--- config.mk ---
export PLATFORM = sky130hd
export DESIGN_NAME = eth_rx_sync
export DESIGN_NICKNAME = d
export VERILOG_FILES = /design/src/rtl/eth_rx_pkg.sv /design/src/rtl/eth_rx_sync.sv
export SDC_FILE = /design/constraint.sdc
export NUM_CORES = 1
export LEC_CHECK = 0
export ABC_AREA = 1
export BUFFER_PORTS_ARGS = -buffer_cell sky130_fd_sc_hd__buf_2
export CORE_AREA = 2 2 39 41
export CTS_CLUSTER_SIZE = 24
export DETAILED_ROUTE_END_ITERATION = 10
export DIE_AREA = 0 0 41 43
export SLEW_MARGIN = 20
export SYNTH_ARGS = -nofsm -noshare
export SYNTH_HDL_FRONTEND = slang
export SYNTH_SLANG_ARGS = --single-unit
--- constraint.sdc ---
create_clock -name clk -period 1.5 [get_ports clk]
set_clock_uncertainty 0.05 [all_clocks]
set_input_delay 0.075 -clock clk [delete_from_list [all_inputs] [get_ports clk]]
set_output_delay 0.075 -clock clk [all_outputs]
set_load 0.005 [all_outputs]
--- src/rtl/eth_rx_pkg.sv ---
package eth_rx_pkg;
   typedef enum logic [1:0] {
      ST_HUNT = 2'd0,
      ST_DATA = 2'd1,
      ST_DROP = 2'd2
   } rx_state_e;

   localparam int unsigned OCTET_W = 8;
endpackage

--- src/rtl/eth_rx_sync.sv ---
// Preamble watcher: skips a leading window, then finds the 1-1 delimiter
// end or a 0-0 pair that condemns the frame.
module eth_rx_sync #(
   parameter int unsigned IGNORE_BITS = 8
) (
   input  logic clk,
   input  logic rst_n,
   input  logic crs_i,
   input  logic bit_i,
   input  logic bit_vld_i,
   output logic sfd_hit_o,
   output logic data_vld_o,
   output logic frame_end_o
);
   import eth_rx_pkg::*;

   localparam int unsigned CNT_W = $clog2(IGNORE_BITS + 2);
   localparam logic [CNT_W-1:0] ARMED = CNT_W'(IGNORE_BITS + 1);

   if (IGNORE_BITS < 1) begin : g_bad_ignore
      $error("IGNORE_BITS must be at least 1");
   end

   rx_state_e        state_q;
   logic [CNT_W-1:0] seen_q;
   logic             prev_q;
   logic             pre_bit;
   logic             armed;
   logic             drop_hit;

   always_comb begin
      pre_bit     = (state_q == ST_HUNT) && crs_i && bit_vld_i;
      armed       = (seen_q == ARMED);
      sfd_hit_o   = pre_bit && armed && prev_q && bit_i;
      drop_hit    = pre_bit && armed && !prev_q && !bit_i;
      data_vld_o  = (state_q == ST_DATA) && crs_i && bit_vld_i;
      frame_end_o = (state_q == ST_DATA) && !crs_i;
   end

   always_ff @(posedge clk) begin
      if (!rst_n) begin
         state_q <= ST_HUNT;
         seen_q  <= '0;
         prev_q  <= 1'b0;
      end else if (!crs_i) begin
         state_q <= ST_HUNT;
         seen_q  <= '0;
      end else if (state_q == ST_HUNT && pre_bit) begin
         prev_q <= bit_i;
         if (!armed) seen_q <= seen_q + 1'b1;
         if (drop_hit)     state_q <= ST_DROP;
         else if (sfd_hit_o) state_q <= ST_DATA;
      end
   end
endmodule

==> flow_summary.rst <==
.. list-table::
   :header-rows: 1

   * - Metric
     - Value
   * - Run status
     - finished clean
   * - Setup slack on the worst flop-to-flop path
     - 0.29 ns
   * - Worst Hold End
     - prev_q
   * - Least setup slack across all paths after layout
     - 0.0859 ns
   * - Post-route cell area
     - 529 µm²
   * - Power per cell area
     - around 770 nW/µm²
   * - Area fraction of the dominant cell type after synthesis
     - between 30% and 40%
   * - Final antenna-violating net count
     - 0
   * - Post-placement worst setup slack
     - between 0.2 and 0.3 ns
   * - Cell Area, Synth
     - 440 µm²
   * - Max-slew headroom
     - 84.1%
   * - Wire length of the first global-routing pass
     - 1390 µm
   * - Min cycle time layout
     - about 1.4 ns
   * - Total negative setup slack
     - 0 ns
   * - HP Start
     - rst_n
   * - Number of cells on the worst reg-to-reg path
     - 8
   * - Post-synthesis instance total
     - 62
   * - Placer congestion estimate
     - 0.676
   * - Area of the die
     - 1760 µm²
   * - Max-slew violations
     - 0
   * - Most common cell after layout, fill and taps aside
     - sky130_fd_sc_hd__nand2_1
   * - Critical Path Fanout Max
     - 5
   * - Total area of sequential cells
     - between 100 and 150 µm²
   * - CP arrival
     - 1.29 ns
   * - Placed cell areas
     - 495 µm²
   * - Sink Count
     - 7
   * - Ratio of final minimum period to clock period
     - 94.3%
   * - Maximum number of pins on one net before global-route repair
     - 7
   * - Worst min-delay path category
     - input pin to register
   * - Final setup violation count
     - 0
   * - CP startpoint kind
     - register
   * - DRC Markers
     - 0
   * - H-tree lvl count
     - 1
   * - Final Routed Wirelength
     - 794 µm
   * - Number of buffers inserted by port buffering
     - 7
   * - Commonest cells after routing, fill and taps aside
     - sky130_fd_sc_hd__nand2_1, sky130_fd_sc_hd__inv_1, sky130_fd_sc_hd__nor2_1
   * - Critical path's largest stage delay
     - 0.34 ns
   * - Total number of vias
     - 391
   * - Multi-input logic area
     - 260 µm²
   * - Top cells by area in the synthesized netlist
     - sky130_fd_sc_hd__dfxtp_1, sky130_fd_sc_hd__nand2_1, sky130_fd_sc_hd__inv_1
   * - Critical path's top delay family
     - flip-flops
   * - Number of max-cap violations
     - 0
   * - Nets@finish
     - 81
   * - RSZ-0062 raised after global routing
     - false
   * - Avg Vias per Cell
     - about 4.4
   * - Mean instance size in the synthesized netlist
     - between 7 and 8 µm²
   * - Aggregate global routing overflow
     - 0
   * - Highest clock frequency the design can meet
     - approximately 710 MHz
   * - Die width
     - ~41 µm
   * - Initial antenna violation count
     - 0
   * - Worst setup EP type
     - primary output
   * - Initial Utilization
     - approximately a third
   * - Detailed placement HPWL
     - between 500 and 600 µm
   * - Count of antenna diodes in the layout
     - 0
   * - Actual slew at the worst max-slew pin
     - 0.238 ns
   * - Number of cell rows
     - 14
   * - Layout Cells excl Fill
     - slightly below 90
   * - Seq/Total Area, Yosys
     - between 30% and 40%
   * - CTS Buffer Depth
     - 2
   * - Count of warnings emitted by yosys
     - 0
   * - Total power consumption of the routed design
     - 408 µW
   * - Layout-stage area growth over the synthesis result
     - 20.2%
   * - R2R Path Start
     - seen_q[1]
   * - Number of cells traversed by the worst hold path
     - 3
   * - I/O pin count
     - 8
   * - Total instance count after detailed placement
     - 85
   * - Filler cell count in the final layout
     - 157
   * - Num CTS Buffers
     - 3
   * - CP most frequent cell
     - sky130_fd_sc_hd__inv_1
   * - Cell breakdown of the critical path
     - inv_1, ha_2, nand3_2, nor2_4, nand2_2, inv_1, buf_2
   * - Average wire per standard cell
     - 8.92 µm
   * - Root Buffer
     - sky130_fd_sc_hd__clkbuf_4
   * - Critical Path Slowest Stage Cell
     - sky130_fd_sc_hd__dfxtp_2
   * - Via count of the first global-routing pass
     - 372
   * - Length of the first detailed-routing pass in iterations
     - 1
   * - Initial DRC Count
     - 0
   * - CP bufs+invs
     - 3
   * - Post-CTS Hold Buffers
     - 0
   * - CP Data Required Time
     - 1.37 ns
   * - VDD IR max
     - 0.000262 V
   * - Fraction of final layout cells sized beyond drive strength 1
     - approximately two fifths
   * - Crit Reg-Reg Endpoint
     - seen_q[1]
   * - Clock-pin slew on the worst setup and hold paths
     - approximately 0.050 ns
   * - Combined global-route utilization of all metal layers
     - 12.3%
   * - TritonCTS clock tree
     - yes
   * - Library cells used by synthesis
     - 17
   * - Area leader, netlist
     - sky130_fd_sc_hd__dfxtp_1
   * - Final hold viol count
     - 0
   * - Die height
     - 43 µm
   * - Clock latency reported for the late side of the worst-skew pair
     - between 0.2 and 0.3 ns
   * - Leakage power summed over all cells
     - 0.000235 µW
   * - Number of storage elements in the synthesis netlist
     - 7
   * - Syn nets
     - 69
   * - Critical path class
     - register to primary output
   * - Core Region
     - approximately 1400 µm²
[how the worst max path moves through the flow]
stage / startpoint / to / slack (ns) / cells past startpoint
after floorplan: seen_q[1] / seen_q[0] / 0.33 / 8
after global placement: seen_q[1] / seen_q[1] / 0.27 / 8
after detailed placement: seen_q[1] / seen_q[0] / 0.25 / 8
after CTS: seen_q[1] / sfd_hit_o / 0.03 / 7
after global routing: seen_q[1] / sfd_hit_o / 0.002 / 7
final: seen_q[1] / sfd_hit_o / 0.09 / 7
[worst min-delay path, delay by kind of cell]
kind	cells	cell delay (ns)
compound gates	1	0.06
buf+inv	1	0.09
simple gates	1	0.07
[per-layer routing]
metal  global-route usage [%]  vias to the layer above  share of wire, %
met1                     14.2                      165                41
met3                     3.14                        5               3.4
met5                        0                        -                 0
met4                     12.0                        0               5.0
li1                         -                      212                 -
met2                     16.9                        9                50
[synthesized netlist by cell type]
master and count:
sky130_fd_sc_hd__nand3_1 2, sky130_fd_sc_hd__nand2_4 1, sky130_fd_sc_hd__clkinv_2 1, sky130_fd_sc_hd__o21ai_1 2, sky130_fd_sc_hd__nor2_2 3, sky130_fd_sc_hd__nand2_1 13
sky130_fd_sc_hd__nand4_1 1, sky130_fd_sc_hd__nor2_4 3, sky130_fd_sc_hd__inv_1 9, sky130_fd_sc_hd__nor3_1 1, sky130_fd_sc_hd__inv_2 1, sky130_fd_sc_hd__nand2_2 3
sky130_fd_sc_hd__ha_1 2, sky130_fd_sc_hd__nand3_2 1, sky130_fd_sc_hd__dfxtp_1 7, sky130_fd_sc_hd__a21oi_2 3, sky130_fd_sc_hd__nor2_1 9
[stage by stage]
step	utilization (%)	hold WS [ns]
CTS	37.8	0.0206
finish	38.2	0.0191
floorplan	-	0.131
detailed placement	35.8	0.290
global placement	35.8	0.281
global route	38.2	0.0554
[timing repair]
item / 4_1_cts / 5_1_grt
buffers inserted: 0 / 0
gates resized for setup: 1 / 3
endpoints found under the setup margin: 1 / 1
pin swaps: 0 / 1
hold endpoints to repair: 0 / 0
[where the power goes]
part           internal [µW]  switching, µW  total [µW]
combinational           13.7           23.3        37.1
clock                    102           76.7         179
sequential               189           3.78         193
total                    305            104         408
[kinds of logic after synthesis]
logic type      count (synthesis)  share of synthesized area (%)
compound gates                  5                           8.24
fa+ha+maj                       2                           5.68
buf+inv                        11                           9.66
flops                           7                           31.8
simple gates                   37                           44.6
[state kept, by name, summed over array words and instances (netlist names)]
register,count
prev_q,1
seen_q,4
state_q,2
[layout make-up]
type / instances / area share (%)
Clock buffer: 4 / 4.96
Inverter: 11 / 8.04
Multi-Input combinational cell: 44 / 49.2
Sequential cell: 7 / 27.4
Tap cell: 16 / 3.78
Timing Repair Buffer: 7 / 6.62
Note: power is estimated with default switching activity, not from simulation.
